`config.mk`:
```
export PLATFORM = sky130hd
export DESIGN_NAME = memsize_calc
export DESIGN_NICKNAME = d
export VERILOG_FILES = /design/src/rtl/memsize_pkg.sv /design/src/rtl/memsize_select.sv /design/src/rtl/memsize_sortnet.sv /design/src/rtl/memsize_chain.sv /design/src/rtl/memsize_calc.sv
export SDC_FILE = /design/constraint.sdc
export NUM_CORES = 1
export LEC_CHECK = 0
export ABC_AREA = 0
export BUFFER_PORTS_ARGS = -buffer_cell sky130_fd_sc_hd__buf_2
export CAP_MARGIN = 30
export CORE_ASPECT_RATIO = 2
export CORE_MARGIN = 1.5
export CORE_UTILIZATION = 25
export DETAILED_ROUTE_END_ITERATION = 10
export GPL_TIMING_DRIVEN = 0
export PLACE_DENSITY_LB_ADDON = 0.12
export SETUP_SLACK_MARGIN = 0.3
export SLEW_MARGIN = 5
export SYNTH_ARGS = -nofsm -noshare
export SYNTH_HDL_FRONTEND = slang
export SYNTH_HIERARCHICAL = 1
export SYNTH_SLANG_ARGS = --single-unit
```
`constraint.sdc`:
```
create_clock -name clk -period 13.4 [get_ports clk]
set_input_delay 2.01 -clock clk [delete_from_list [all_inputs] [get_ports clk]]
set_output_delay 2.01 -clock clk [all_outputs]
set_load 0.02 [all_outputs]
```
`src/rtl/memsize_pkg.sv`:
```
// Shared constants, types and the bank-range decode used by the size calculator.
// Assumes a 32-bit layout word: base byte on top, mask byte just below it.
package memsize_pkg;

    localparam int unsigned WORD_W  = 32;
    localparam int unsigned FIELD_W = 8;
    localparam int unsigned NCTL    = 2;
    localparam int unsigned NCHIP   = 2;
    localparam int unsigned NBANK   = NCTL * NCHIP;
    localparam int unsigned NSWAP   = 5;
    localparam int unsigned XCNT_W  = 4;
    localparam int unsigned LOW_W   = WORD_W - FIELD_W;

    // Compare-exchange schedule of the four-input sorting network
    localparam int SWAP_LO [NSWAP] = '{0, 1, 0, 2, 1};
    localparam int SWAP_HI [NSWAP] = '{2, 3, 1, 3, 2};

    typedef logic [WORD_W-1:0] word_t;

    typedef struct packed {
        word_t first;
        word_t last;
    } span_t;

    localparam word_t ABSENT = {WORD_W{1'b1}};

    // Turn one layout word into its first and last byte address
    function automatic span_t word_to_span(input word_t w);
        span_t s;
        logic [FIELD_W-1:0] base_b;
        logic [FIELD_W-1:0] mask_b;
        base_b  = w[WORD_W-1 -: FIELD_W];
        mask_b  = w[WORD_W-FIELD_W-1 -: FIELD_W];
        s.first = {base_b, {LOW_W{1'b0}}};
        s.last  = {base_b | ~mask_b, {LOW_W{1'b1}}};
        return s;
    endfunction

endpackage

```
`src/rtl/memsize_select.sv`:
```
// Builds the four sort entries from the per-controller layout words.
// Assumes entry order ctl0/chip0, ctl0/chip1, ctl1/chip0, ctl1/chip1;
// entries that are not populated are forced to all-ones.
module memsize_select
    import memsize_pkg::*;
(
    input  logic [NCTL-1:0]          ctl_en,
    input  logic [NCTL*XCNT_W-1:0]   ctl_xchip,
    input  logic [NCTL*WORD_W-1:0]   cfg_chip0,
    input  logic [NCTL*WORD_W-1:0]   cfg_chip1,
    output word_t [NBANK-1:0]        entry
);

    for (genvar c = 0; c < int'(NCTL); c++) begin : g_ctl
        logic has_second;
        // Second chip counts only on an enabled controller with extra chips
        always_comb begin
            has_second = ctl_en[c] && (ctl_xchip[c*XCNT_W +: XCNT_W] != '0);
        end
        // Pick the real word or the absent marker for each chip
        always_comb begin
            entry[c*NCHIP]     = ctl_en[c] ? cfg_chip0[c*WORD_W +: WORD_W] : ABSENT;
            entry[c*NCHIP + 1] = has_second ? cfg_chip1[c*WORD_W +: WORD_W] : ABSENT;
        end
    end

endmodule

```
`src/rtl/memsize_sortnet.sv`:
```
// Five compare-exchange sorting network over four unsigned words.
// Assumes the fixed schedule in the package; smaller value moves to lower index.
module memsize_sortnet
    import memsize_pkg::*;
(
    input  word_t [NBANK-1:0] din,
    output word_t [NBANK-1:0] dout
);

    word_t [NBANK-1:0] lvl [NSWAP+1];

    // Network input level
    always_comb begin
        lvl[0] = din;
    end

    for (genvar k = 0; k < int'(NSWAP); k++) begin : g_step
        localparam int LO = SWAP_LO[k];
        localparam int HI = SWAP_HI[k];
        logic swap;
        // Decide whether this pair is out of order
        always_comb begin
            swap = lvl[k][HI] < lvl[k][LO];
        end
        for (genvar j = 0; j < int'(NBANK); j++) begin : g_lane
            // Route each lane through this exchange step
            always_comb begin
                if (j == LO)
                    lvl[k+1][j] = swap ? lvl[k][HI] : lvl[k][LO];
                else if (j == HI)
                    lvl[k+1][j] = swap ? lvl[k][LO] : lvl[k][HI];
                else
                    lvl[k+1][j] = lvl[k][j];
            end
        end
    end

    // Network output level
    always_comb begin
        dout = lvl[NSWAP];
    end

endmodule

```
`src/rtl/memsize_chain.sv`:
```
// Decodes the sorted entries into ranges and sums the unbroken run from the
// lowest one. Assumes entries already ascending; arithmetic wraps at 2^32.
module memsize_chain
    import memsize_pkg::*;
(
    input  word_t [NBANK-1:0] sorted,
    output word_t             total
);

    span_t [NBANK-1:0] span;
    word_t [NBANK-1:0] blen;
    logic  [NBANK-1:0] joins;

    for (genvar i = 0; i < int'(NBANK); i++) begin : g_dec
        // Range and length of one bank
        always_comb begin
            span[i] = word_to_span(sorted[i]);
            blen[i] = span[i].last - span[i].first + word_t'(1);
        end
        if (i == 0) begin : g_head
            // Lowest bank always opens the run
            always_comb joins[i] = 1'b1;
        end else begin : g_link
            // Bank touches the one below it
            always_comb joins[i] = (span[i].first == word_t'(span[i-1].last + word_t'(1)));
        end
    end

    // Accumulate up to the first gap, or report zero when nothing is present
    always_comb begin
        logic run;
        total = '0;
        run   = 1'b1;
        for (int i = 0; i < int'(NBANK); i++) begin
            run = run & joins[i];
            if (run)
                total = total + blen[i];
        end
        if (sorted[0] == ABSENT)
            total = '0;
    end

endmodule

```
`src/rtl/memsize_calc.sv`:
```
// Contiguous memory size calculator, two register stages.
// Stage 1 holds the sorted entries, stage 2 the size and its strobe.
// Assumes synchronous active-low reset; size_out only changes on a strobe.
module memsize_calc
    import memsize_pkg::*;
(
    input  logic                    clk,
    input  logic                    rst_n,
    input  logic                    valid_in,
    input  logic [NCTL-1:0]         ctl_en,
    input  logic [NCTL*XCNT_W-1:0]  ctl_xchip,
    input  logic [NCTL*WORD_W-1:0]  cfg_chip0,
    input  logic [NCTL*WORD_W-1:0]  cfg_chip1,
    output logic [WORD_W-1:0]       size_out,
    output logic                    size_valid
);

    word_t [NBANK-1:0] entry;
    word_t [NBANK-1:0] sorted_d;
    word_t [NBANK-1:0] srt_q;
    logic              stg1_vld;
    word_t             total_d;

    memsize_select u_select (
        .ctl_en    (ctl_en),
        .ctl_xchip (ctl_xchip),
        .cfg_chip0 (cfg_chip0),
        .cfg_chip1 (cfg_chip1),
        .entry     (entry)
    );

    memsize_sortnet u_sort (
        .din  (entry),
        .dout (sorted_d)
    );

    // Stage 1: capture sorted entries on a request
    always_ff @(posedge clk) begin
        if (!rst_n) begin
            stg1_vld <= 1'b0;
            srt_q    <= '{default: ABSENT};
        end else begin
            stg1_vld <= valid_in;
            if (valid_in)
                srt_q <= sorted_d;
        end
    end

    memsize_chain u_chain (
        .sorted (srt_q),
        .total  (total_d)
    );

    // Stage 2: publish the size and strobe
    always_ff @(posedge clk) begin
        if (!rst_n) begin
            size_valid <= 1'b0;
            size_out   <= '0;
        end else begin
            size_valid <= stg1_vld;
            if (stg1_vld)
                size_out <= total_d;
        end
    end

endmodule

```
==> results.toml <==
[placement]
dpl_cell_area_mm2 = 0.0173
dp.cells = 2884
place_congestion = 0.962
hpwl_um = 54600
port_buffers = 171

[global_routing]
grt_pass1_wl_um = 89600
grt_overflow = 0
grt_pass1_vias = 14900
grt.total_usage_pct = 19.8
antenna_found_initial = 0
grt_max_degree = 17

[setup_path]
slowest_delay_ps = 730
crit_path_max_fanout = 10
crit_slowest_cell = "a2111oi_1"
worstPathArrival_ps = 12700
crit_type = "primary input to flop"
rr_worst_depth = 32
required_ps = 13720
start_kind = "primary input"
cp-end-kind = "flop"

[die]
io_pins = 174
start_util_pct = 25.2
die_h_um = 353
rows = 128
die_x_um = 178
die_area_mm2 = 0.0629
design.core.area_mm2 = 0.0609

[sta]
drv_slew = 0
setup_viol = 0
finalCritPeriodShare_pct = 92.4
rsz0062_at_grt = "no"
fin_setup_tns_ps = 0
worst_slew_pin_slew_ps = 953
hold_violations = 0
max_freq_mhz = 80.8
fin_hold_ws_ps = 473
finalClockSkew_ps = 14.1
period_needed_ps = 12380
relSlewSlack_pct = 34.6

[pwr]
cellLeakagePower_nw = 8.78
total_power_mw = 2.71
power_density_mw_per_mm2 = 152
ir_drop_uv = 81.7

[route]
post_drt_via_cell_ratio = 4.81
drt-initial-drc-count = 568
postRouteAntennaNets = 0
wl_per_cell_um = 21.3
first_pass_iters = 7
drc = 0
drt_wl_total_um = 62100
vias = 14000

[finish]
fillers = 6669
finish.instance_area_mm2 = 0.0179
final_cells = 2916
layout-drive-gt1-share_pct = 19.4
seq_area_mm2 = 0.00228
syn_to_final_growth_pct = 16.6
fin_nets = 2489
multi_input_area_mm2 = 0.0118
antenna_cells = 0

[clock_network]
cts-root-buf = "clkbuf_16"
clkSinkCount = 114
hold_buffers = 0
numCtsBuffers = 17
cts_tree = "built"
clk_pin_slew_ps = 60
cts_buffer_depth = 2
insertion_delay_ps = 440
h-tree-depth = 4

[logic_synthesis]
synthCells = 1906
ys_warn_count = 6
syn_area_mm2 = 0.0153
syn-mean-instance-area_um2 = 8.05

[run]
cap_violations = 0

[worst_hold_path]
worstHoldPathCells = 2
hold_class = "flop to flop"

[outcome]
outcome = "complete, no violations"
## area by class of cell
class / count / share of cell area [%]
Buffer: 111 / 4.09
Sequential cell: 114 / 12.8
Timing Repair Buffer: 171 / 4.78
Inverter: 164 / 3.44
Clock buffer: 17 / 2.38
Multi-Input combinational cell: 1544 / 66.1
Tap cell: 780 / 5.46
Clock inverter: 15 / 0.944
## layer usage
layer | global-route usage, % | wire length (µm) | vias up
li1 | - | - | 7010
met5 | 0 | 0 | -
met3 | 1.68 | 1480 | 147
met1 | 17.3 | 20500 | 6491
met4 | 16.9 | 5980 | 0
met2 | 39.1 | 34100 | 375
## worst max-delay path: cells and delay by family
| kind | cells | cell delay [ps] |
|---|---|---|
| AOI/OAI and AO/OA | 18 | 4830 |
| adders and majority gates | 3 | 990 |
| buffers and inverters | 10 | 2210 |
| muxes | 5 | 1790 |
| and+or+nand+nor | 6 | 840 |
## worst paths after layout
check,from,end,slack [ps]
worst max register to register,srt_q[16],size_out[31],5030
worst min-delay path,srt_q[7],srt_q[7],470
worst min register to register,srt_q[7],srt_q[7],470
worst max-delay path,ctl_xchip[1],srt_q[54],1020
## stage by stage
stage	util, %	setup WS, ps
2_1_floorplan	-	3080
3_3_place_gp	28.4	75.4
3_5_place_dp	28.4	19.7
4_1_cts	29.4	408
5_1_grt	29.4	411
6_report	29.4	1020
## cell usage in the layout, fill, tap and decap left out, types with 6 or more instances in the layout
cell type and instances:
inv_6 7, buf_6 21, conb_1 29, nor4_1 6, nor2_1 135, buf_2 186, nand2b_1 104, mux2_1 12
clkbuf_1 31, nor2b_1 51, xnor2_1 39, xor2_1 17, or2_1 32, or2_2 56, buf_1 7, o21a_1 9
nand4_1 34, a221oi_1 7, mux2_2 57, mux2i_1 235, ha_1 221, buf_4 33, a31oi_1 7, o21bai_1 6
a21oi_1 154, nand2_1 131, o21ai_0 33, dfxtp_1 114, clkbuf_16 17, and4_1 6, inv_1 163, nand3_1 21
nor3_1 18, a21o_1 27
## where the power goes
part	switching, mW	total [mW]	leakage [nW]	internal, mW
registers	0.0614	0.460	0.936	0.398
logic	1.04	1.78	7.56	0.736
clock network	0.194	0.472	0.290	0.278
total	1.30	2.71	8.78	1.41
## sequential cells by signal, summed over array words and instances (netlist names)
signal      flops
stg1_vld        1
size_valid      1
srt_q          80
size_out       32
## what timing repair did
item / in CTS / in global routing
setup endpoints to repair: 0 / 32
resized for setup: 0 / 12
buffers inserted: 0 / 0
No activity file was read; power rests on OpenSTA's default activity.
